**src/rtl/dbg_route_pkg.sv**
```systemverilog
package dbg_route_pkg;
   typedef enum logic [1:0] {
      SEL_CTRL = 2'd0,
      SEL_STAT = 2'd1,
      SEL_OWN  = 2'd2,
      SEL_DCTL = 2'd3
   } reg_sel_e;

   localparam int DCTL_HALT_BIT = 0;
   localparam int DCTL_CLK_BIT  = 1;
endpackage

```
**src/rtl/dbg_regs.sv**
```systemverilog
module dbg_regs
   import dbg_route_pkg::*;
#(
   parameter int N_EV = 8
) (
   input  logic            clk,
   input  logic            rst_n,
   input  logic            emu_en_i,
   input  logic            cpu_clk_on_i,
   input  logic            sw_wr_i,
   input  logic [1:0]      sw_sel_i,
   input  logic [N_EV-1:0] sw_wdata_i,
   input  logic            dbg_wr_i,
   input  logic [1:0]      dbg_sel_i,
   input  logic [N_EV:0]   dbg_wdata_i,
   input  logic [N_EV-1:0] fire_i,
   output logic [N_EV-1:0] en_o,
   output logic            xdm_o,
   output logic [N_EV-1:0] status_o,
   output logic [N_EV-1:0] owner_o,
   output logic            clk_req_o,
   output logic [N_EV-1:0] sw_mask_o,
   output logic            halt_cmd_o
);
   localparam int XDM_BIT = N_EV;

   logic [N_EV-1:0] en_q, own_q, st_q, clr_vec;
   logic            xdm_q, ck_q, eff_xdm;
   logic            dbg_ctrl, dbg_stat, dbg_own, dbg_dctl;
   logic            sw_ctrl, sw_stat, entering;

   assign eff_xdm   = xdm_q & emu_en_i;
   assign sw_mask_o = eff_xdm ? own_q : {N_EV{1'b1}};

   assign dbg_ctrl = dbg_wr_i && (dbg_sel_i == SEL_CTRL);
   assign dbg_stat = dbg_wr_i && (dbg_sel_i == SEL_STAT);
   assign dbg_own  = dbg_wr_i && (dbg_sel_i == SEL_OWN);
   assign dbg_dctl = dbg_wr_i && (dbg_sel_i == SEL_DCTL);
   assign sw_ctrl  = sw_wr_i && !dbg_wr_i && (sw_sel_i == SEL_CTRL);
   assign sw_stat  = sw_wr_i && !dbg_wr_i && (sw_sel_i == SEL_STAT);
   assign entering = dbg_ctrl && !xdm_q && dbg_wdata_i[XDM_BIT];

   // control register: enables plus external-mode bit
   always_ff @(posedge clk or negedge rst_n) begin
      if (!rst_n) begin
         en_q  <= '0;
         xdm_q <= 1'b0;
      end else if (dbg_ctrl) begin
         xdm_q <= dbg_wdata_i[XDM_BIT];
         if (!entering && cpu_clk_on_i)
            en_q <= dbg_wdata_i[N_EV-1:0];
      end else if (sw_ctrl) begin
         en_q <= (en_q & ~sw_mask_o) | (sw_wdata_i & sw_mask_o);
      end
   end

   always_comb begin
      clr_vec = '0;
      if (dbg_stat && cpu_clk_on_i)
         clr_vec = dbg_wdata_i[N_EV-1:0];
      else if (sw_stat)
         clr_vec = sw_wdata_i & sw_mask_o;
   end

   // status bits, set wins over clear
   for (genvar i = 0; i < N_EV; i++) begin : g_stat
      always_ff @(posedge clk or negedge rst_n) begin
         if (!rst_n)
            st_q[i] <= 1'b0;
         else
            st_q[i] <= fire_i[i] | (st_q[i] & ~clr_vec[i]);
      end
   end

   always_ff @(posedge clk or negedge rst_n) begin
      if (!rst_n) begin
         own_q <= '0;
         ck_q  <= 1'b0;
      end else begin
         if (dbg_own && cpu_clk_on_i)
            own_q <= dbg_wdata_i[N_EV-1:0];
         if (dbg_dctl)
            ck_q <= dbg_wdata_i[DCTL_CLK_BIT];
      end
   end

   assign halt_cmd_o = dbg_dctl && dbg_wdata_i[DCTL_HALT_BIT];
   assign en_o       = en_q;
   assign xdm_o      = xdm_q;
   assign status_o   = st_q;
   assign owner_o    = own_q;
   assign clk_req_o  = ck_q;

   p_own_dbg_only_r10: assert property (@(posedge clk) disable iff (!rst_n)
      !(dbg_wr_i && dbg_sel_i == SEL_OWN) |=> $stable(own_q));
   p_xdm_sw_blocked_r3: assert property (@(posedge clk) disable iff (!rst_n)
      !(dbg_wr_i && dbg_sel_i == SEL_CTRL) |=> $stable(xdm_q));
   p_entry_keeps_en_r4: assert property (@(posedge clk) disable iff (!rst_n)
      (dbg_wr_i && dbg_sel_i == SEL_CTRL && !xdm_q && dbg_wdata_i[XDM_BIT])
      |=> (xdm_q && $stable(en_q)));
endmodule

```
**src/rtl/dbg_event_path.sv**
```systemverilog
module dbg_event_path #(
   parameter int N_EV    = 8,
   parameter bit IRQ_REG = 1'b0
) (
   input  logic            clk,
   input  logic            rst_n,
   input  logic            emu_en_i,
   input  logic [N_EV-1:0] event_i,
   input  logic [N_EV-1:0] en_i,
   input  logic [N_EV-1:0] sw_mask_i,
   input  logic [N_EV-1:0] status_i,
   output logic [N_EV-1:0] fire_o,
   output logic            halt_ev_o,
   output logic            irq_o
);
   logic irq_now;

   assign fire_o    = event_i & en_i & {N_EV{emu_en_i}};
   assign halt_ev_o = |(fire_o & ~sw_mask_i);
   assign irq_now   = |(status_i & sw_mask_i);

   if (IRQ_REG) begin : g_irq_flop
      logic irq_q;
      always_ff @(posedge clk or negedge rst_n) begin
         if (!rst_n) irq_q <= 1'b0;
         else        irq_q <= irq_now;
      end
      assign irq_o = irq_q;
   end else begin : g_irq_comb
      assign irq_o = irq_now;
   end

   p_status_set_r9: assert property (@(posedge clk) disable iff (!rst_n)
      (|fire_o) |=> ((status_i & $past(fire_o)) == $past(fire_o)));
endmodule

```
**src/rtl/dbg_halt_ctl.sv**
```systemverilog
module dbg_halt_ctl (
   input  logic clk,
   input  logic rst_n,
   input  logic emu_en_i,
   input  logic halt_ev_i,
   input  logic halt_cmd_i,
   input  logic ext_halt_n_i,
   input  logic halt_ack_i,
   input  logic resume_i,
   output logic halt_req_o,
   output logic in_debug_o
);
   logic pend_q, dbg_q, want;

   assign want = halt_ev_i | halt_cmd_i | ~ext_halt_n_i;

   always_ff @(posedge clk or negedge rst_n) begin
      if (!rst_n) begin
         pend_q <= 1'b0;
         dbg_q  <= 1'b0;
      end else if (dbg_q) begin
         pend_q <= 1'b0;
         if (resume_i) dbg_q <= 1'b0;
      end else if (!emu_en_i) begin
         pend_q <= 1'b0;
      end else if (pend_q) begin
         if (halt_ack_i) begin
            pend_q <= 1'b0;
            dbg_q  <= 1'b1;
         end
      end else if (want) begin
         pend_q <= 1'b1;
      end
   end

   assign halt_req_o = pend_q;
   assign in_debug_o = dbg_q;

   p_hold_until_ack_r6: assert property (@(posedge clk) disable iff (!rst_n)
      (halt_req_o && !halt_ack_i && emu_en_i) |=> halt_req_o);
   p_ack_enters_r6: assert property (@(posedge clk) disable iff (!rst_n)
      (halt_req_o && halt_ack_i && emu_en_i) |=> (in_debug_o && !halt_req_o));
   p_no_halt_off_r5: assert property (@(posedge clk) disable iff (!rst_n)
      !emu_en_i |=> !halt_req_o);
endmodule

```
**src/rtl/dbg_event_router.sv**
```systemverilog
module dbg_event_router
   import dbg_route_pkg::*;
#(
   parameter int N_EV    = 8,
   parameter bit IRQ_REG = 1'b0
) (
   input  logic            clk,
   input  logic            rst_n,
   input  logic            emu_en_i,
   input  logic            cpu_clk_on_i,
   input  logic            sw_wr_i,
   input  logic [1:0]      sw_sel_i,
   input  logic [N_EV-1:0] sw_wdata_i,
   input  logic            dbg_wr_i,
   input  logic [1:0]      dbg_sel_i,
   input  logic [N_EV:0]   dbg_wdata_i,
   input  logic [N_EV-1:0] event_i,
   input  logic            ext_halt_n_i,
   input  logic            halt_ack_i,
   input  logic            resume_i,
   output logic [N_EV:0]   ctrl_o,
   output logic [N_EV-1:0] status_o,
   output logic [N_EV-1:0] owner_o,
   output logic            clk_req_o,
   output logic            irq_o,
   output logic            halt_req_o,
   output logic            in_debug_o,
   output logic [N_EV-1:0] wp_o
);
   if (N_EV < 2 || N_EV > 30) begin : g_bad_nev
      $error("dbg_event_router: N_EV must lie in 2..30");
   end

   logic [N_EV-1:0] en, sw_mask, fire;
   logic            xdm, halt_ev, halt_cmd;

   dbg_regs #(.N_EV(N_EV)) regs_i (
      .clk          (clk),
      .rst_n        (rst_n),
      .emu_en_i     (emu_en_i),
      .cpu_clk_on_i (cpu_clk_on_i),
      .sw_wr_i      (sw_wr_i),
      .sw_sel_i     (sw_sel_i),
      .sw_wdata_i   (sw_wdata_i),
      .dbg_wr_i     (dbg_wr_i),
      .dbg_sel_i    (dbg_sel_i),
      .dbg_wdata_i  (dbg_wdata_i),
      .fire_i       (fire),
      .en_o         (en),
      .xdm_o        (xdm),
      .status_o     (status_o),
      .owner_o      (owner_o),
      .clk_req_o    (clk_req_o),
      .sw_mask_o    (sw_mask),
      .halt_cmd_o   (halt_cmd)
   );

   dbg_event_path #(.N_EV(N_EV), .IRQ_REG(IRQ_REG)) path_i (
      .clk       (clk),
      .rst_n     (rst_n),
      .emu_en_i  (emu_en_i),
      .event_i   (event_i),
      .en_i      (en),
      .sw_mask_i (sw_mask),
      .status_i  (status_o),
      .fire_o    (fire),
      .halt_ev_o (halt_ev),
      .irq_o     (irq_o)
   );

   dbg_halt_ctl halt_i (
      .clk          (clk),
      .rst_n        (rst_n),
      .emu_en_i     (emu_en_i),
      .halt_ev_i    (halt_ev),
      .halt_cmd_i   (halt_cmd),
      .ext_halt_n_i (ext_halt_n_i),
      .halt_ack_i   (halt_ack_i),
      .resume_i     (resume_i),
      .halt_req_o   (halt_req_o),
      .in_debug_o   (in_debug_o)
   );

   assign ctrl_o = {xdm, en};
   assign wp_o   = fire;
endmodule

```
**config.mk**
```make
export PLATFORM = sky130hd
export DESIGN_NAME = dbg_event_router
export DESIGN_NICKNAME = d
export VERILOG_FILES = /design/src/rtl/dbg_route_pkg.sv /design/src/rtl/dbg_regs.sv /design/src/rtl/dbg_event_path.sv /design/src/rtl/dbg_halt_ctl.sv /design/src/rtl/dbg_event_router.sv
export SDC_FILE = /design/constraint.sdc
export NUM_CORES = 1
export LEC_CHECK = 0
export BUFFER_PORTS_ARGS = -buffer_cell sky130_fd_sc_hd__buf_4
export CAP_MARGIN = 20
export CORE_ASPECT_RATIO = 1.5
export CORE_MARGIN = 5
export CORE_UTILIZATION = 43
export DETAILED_ROUTE_END_ITERATION = 10
export GPL_TIMING_DRIVEN = 0
export PLACE_DENSITY = 0.74
export SLEW_MARGIN = 0
export SYNTH_ARGS = -nofsm -noshare
export SYNTH_HDL_FRONTEND = slang
export SYNTH_SLANG_ARGS = --single-unit
```
**constraint.sdc**
```tcl
create_clock -name clk -period 1.8 [get_ports clk]
set_input_delay 0.27 -clock clk [delete_from_list [all_inputs] [get_ports clk]]
set_output_delay 0.27 -clock clk [all_outputs]
set_load 0.01 [all_outputs]
```
After elaboration in Yosys (flattened, before gate mapping) --
Cells that the tools add are included. W data, S select, Z words.
Cells by class: eq/ne operators 5, mux-type cells 16, bitwise logic cells 36, reduce and logical (&&, ||, !) cells 22
Operators by type and width (count):
- $and A8 B8 Y8 | 6
- $mux W8 | 6
- $reduce_or A8 Y1 | 2
- $logic_and A1 B1 Y1 | 13
- $mux W1 | 10
- $or A1 B1 Y1 | 10
- $and A1 B1 Y1 | 9
- $not A1 Y1 | 9
- $not A8 Y8 | 1
- $or A8 B8 Y8 | 1
- $eq A2 B1 Y1 const B | 2
- $eq A2 B2 Y1 const B | 2
- $logic_not A2 Y1 | 2
- $logic_not A1 Y1 | 3
- $ne A2 B2 Y1 const B | 1
- $reduce_and A2 Y1 | 1
- $reduce_bool A2 Y1 | 1
Word-level totals: bits in registers 28, bits of input ports 38, output and inout port bits 37, logic and storage cells 93

Longest topological paths before layout --
depth in word-level cells 11, gate-level depth with buffers 6, mapped depth without buffers 4

Cells and area by module --
Synthesis repeated with hierarchy kept, for this count alone.
Second synthesis, totals: cell total of the unflattened synthesis 161, area, all modules 1555.2 um2
By module, submodules not included:
- dbg_regs | times used 1, cells an instance 126, area an instance 1300.0 um2, sequential area each 650.6 um2
- dbg_event_path | times used 1, cells an instance 27, area an instance 160.2 um2, sequential area each 0.0 um2
- dbg_halt_ctl | times used 1, cells an instance 7, area an instance 87.6 um2, sequential area each 50.0 um2
- dbg_event_router | times used 1, cells an instance 1, area an instance 7.5 um2, sequential area each 0.0 um2

Worst setup path after synthesis --
No wires, ideal clock.
kind input port to output port, start input emu_en_i, end output irq_o, arrival time 1.154 ns, required time 1.530 ns, setup slack 0.376 ns, stages on the path 5, buffers on the path 2, path through buf_2 clkbuf_1 nand3b_1 a22oi_1 nand4_1
On the way: word-level cells in the longest chain between the ends 4
Ends and longest elaborated chain:
- start: declaration | RTL line dbg_event_router.sv:9 | input logic emu_en_i,
- $and A1 B1 Y1 | RTL line dbg_regs.sv:32 | assign eff_xdm = xdm_q & emu_en_i;
- $mux W8 | RTL line dbg_regs.sv:33 | assign sw_mask_o = eff_xdm ? own_q : {N_EV{1'b1}};
- $and A8 B8 Y8 | RTL line dbg_event_path.sv:20 | assign irq_now = |(status_i & sw_mask_i);
- $reduce_or A8 Y1 | RTL line dbg_event_path.sv:20
- end: declaration | RTL line dbg_event_router.sv:25 | output logic irq_o,
No other way between the ends.

Worst setup path in the final report --
start register regs_i.xdm_q, in the netlist regs_i.xdm_o, end output irq_o
On the way: word-level cells in the longest chain between the ends 4
Ends and longest elaborated chain:
- start: declaration | RTL line dbg_regs.sv:28 | logic xdm_q, ck_q, eff_xdm;
- start signal: assignment | RTL line dbg_regs.sv:49 | xdm_q <= dbg_wdata_i[XDM_BIT];
- $and A1 B1 Y1 | RTL line dbg_regs.sv:32
- $mux W8 | RTL line dbg_regs.sv:33
- $and A8 B8 Y8 | RTL line dbg_event_path.sv:20
- $reduce_or A8 Y1 | RTL line dbg_event_path.sv:20
No other way between the ends.

==> impl_metrics.tcl <==
set metrics [dict create \
    crit_type "reg -> out" \
    grt.met3_usage_pct 3.42 \
    firstDrtPassIters 4 \
    initial_core_util_pct 44.8 \
    fillCellCount 302 \
    grt_setup_unrepaired "yes" \
    crit_path_max_fanout 5 \
    area_delta_synth_final_pct 51.3 \
    clock_skew_ns 0.00250 \
    dp.cells 281 \
    vias_per_cell 5.77 \
    antenna_found_initial 0 \
    cts_tree "done" \
    wl_per_cell_um 17.7 \
    combPwrFrac_pct 42.3 \
    dieArea_um2 4920 \
    clk_pin_slew_worst_paths_ns 0.09 \
    p_total_mw 2.31 \
    drv_slew 0 \
    port_buffers 73 \
    grt_use_met2_pct 36.5 \
    antenna_cells 0 \
    pre_cts_slack_ns -0.205 \
    final.period_utilization_pct 97.9 \
    final_util_pct 67.8 \
    cts-buffers-inserted 3 \
    syn-cell-area_um2 1550 \
    worstSetupStartpoint "regs_i.xdm_o" \
    relSlewSlack_pct 58.3 \
    crit_required_ns 1.53 \
    hold_violations 0 \
    die_w_um 58.9 \
    remaining_drc_errors 0 \
    synth_ff_type "dfrtp_1" \
    status "completed" \
    ys_seq_elements 28 \
    ys_types 28 \
    overflow 0 \
    routabilityCongestion 0.810 \
    holdCritPathClass "in -> reg" \
    busiest_layer "met2" \
    worstRegToRegCells 5 \
    dpl.hpwl_um 3760 \
    drv_cap 0 \
    drt_iter0_drc 70 \
    grt_pass1_vias 1783 \
    routed_wl_um 5260 \
    htreeDepth 1 \
    grt_pass1_wl_um 8380 \
    r2r-start "regs_i.xdm_o" \
    grtUsageTotal_pct 21.9 \
    period_minus_slack_ns 1.76 \
    nNetsFinal 295 \
    irDropWorstVdd_v 0.000645 \
    swShare_pct 34.0 \
    syn_nets 204 \
    num_vias 1715 \
    critPathCapture "irq_o" \
    synthCells 166 \
    ioPinCount 75 \
    rows 26 \
    clk_path_buf_depth 2 \
    grt_max_degree 29 \
    worstMarginPinSlew_ns 0.623 \
    powerDensity_nw_per_um2 987 \
    p_leak_nw 1.14 \
    cts_root_buffer "clkbuf_8" \
    finalSetupViolCount 0 \
    synth-edff-count 0 \
    grtUsageMet1_pct 26.6 \
    p_seq_share_pct 42.8 \
    postSynth.asyncResetShare_pct 100 \
    finalWorstSetupSlack_ns 0.0382 \
    crit_arrival_ns 1.49 \
    clock_sinks 28 \
    reg2reg_slack_ns 0.30 \
    clk_latency_ns 0.27 \
    setup-tns-final_ns 0 \
    syn_avg_cell_area_um2 9.31 \
    crit_path_start_kind "register" \
    ant_nets 0 \
    clockPowerShare_pct 14.9 \
    crit_path_end_kind "output pin" \
    drive_gt1_share_pct 45.1 \
    p_int_mw 1.52 \
    yosys_warnings 0 \
    core_um2 3450 \
    max_clock_freq_ghz 0.568 \
    chipHeight_um 83.4 \
    ys_seq_area_share_pct 45.3 \
    stdcell_count 297 \
    p_sw_uw 784 \
]
[cell families (layout without fill, tap and decap cells)]
kind of cell | after synthesis | in the layout | synth area share [%]
flops | 28 | 28 | 45.3
buf+inv | 15 | 104 | 4.61
simple gates | 73 | 73 | 25.0
mux | 9 | 9 | 6.56
compound gates | 41 | 41 | 18.5
[through the flow]
stage               area, um^2  hold WS (ns)
floorplan                 1550       -0.0256
global placement          2150         0.210
detailed placement        2150         0.210
CTS                       2230         0.176
global route              2340         0.168
finish                    2340         0.180
[worst min-delay path by stage]
stage	to	slack, ns	start	cells after the start
after floorplan	async pin	-0.03	rst_n	0
after global placement	regs_i.owner_o[1]	0.21	rst_n	1
after detailed placement	regs_i.status_o[1]	0.21	rst_n	1
after CTS	halt_i.in_debug_o	0.18	resume_i	2
after global routing	halt_i.in_debug_o	0.17	resume_i	2
final	halt_i.halt_req_o	0.18	halt_ack_i	2
[power by group through the flow]
stage	Combinational [mW]	Sequential [mW]	Clock (mW)
after floorplan	0.332	1.02	0
after global placement	0.870	0.973	0
after detailed placement	0.879	0.978	0
after CTS	0.907	0.969	0.351
after global routing	1.06	1.02	0.379
final	0.976	0.987	0.345
[final cells by class]
type	instances	area (um^2)	area share (%)
Timing Repair Buffer	86	666	28.5
Buffer	9	61.3	2.62
Sequential cell	28	702	30.0
Tap cell	42	52.6	2.25
Multi-Input combinational cell	123	793	33.9
Inverter	6	22.5	0.963
Clock buffer	3	41.3	1.77
[routing by layer]
layer	part of all wire (%)	wire length, um
met1	38	1990
met2	51	2710
met5	0	0
met3	7.2	378
met4	3.6	191
[repair_timing]
action,CTS,global route
endpoints found under the hold margin,28,0
hold buffers,1,0
gates cloned,0,1
setup endpoints to repair,1,1
buffers inserted,2,9
pin swaps,1,4
resized for setup,5,5
[cells in the mapped netlist (2+ instances only)]
master	n	area share [%]
nand2_1	35	8.5
clkbuf_1	4	0.97
o22ai_1	5	2.0
a22oi_1	4	1.9
nor4b_1	2	1.1
nand3_1	17	5.5
mux2_2	9	6.6
inv_1	6	1.5
and3_1	4	1.6
dfrtp_1	28	45
buf_2	3	0.97
o21ai_0	15	4.9
nand3b_1	8	3.9
o21ai_1	2	0.65
a31o_2	4	2.3
a22o_1	8	4.5
[critical path, cell delays in order, from the launching register on]
cell and delay (ns):
dfrtp_2 0.45, clkbuf_16 0.16, nand3b_1 0.14, a22oi_2 0.19, nand4_1 0.11, buf_4 0.16
[layout by cell type, fill, tap and decap left out, types with 2 or more instances in the layout]
| master | n |
|---|---|
| a22o_1 | 8 |
| clkbuf_8 | 3 |
| nand3b_1 | 8 |
| clkbuf_1 | 2 |
| buf_2 | 3 |
| nand3_1 | 17 |
| a31o_2 | 4 |
| dfrtp_1 | 27 |
| inv_1 | 6 |
| a22oi_2 | 4 |
| mux2_2 | 9 |
| o21ai_1 | 2 |
| buf_4 | 85 |
| nand2_1 | 35 |
| o22ai_1 | 5 |
| o21ai_0 | 15 |
| nor4b_1 | 2 |
| and3_1 | 4 |
No activity file was read; power rests on OpenSTA's default activity.
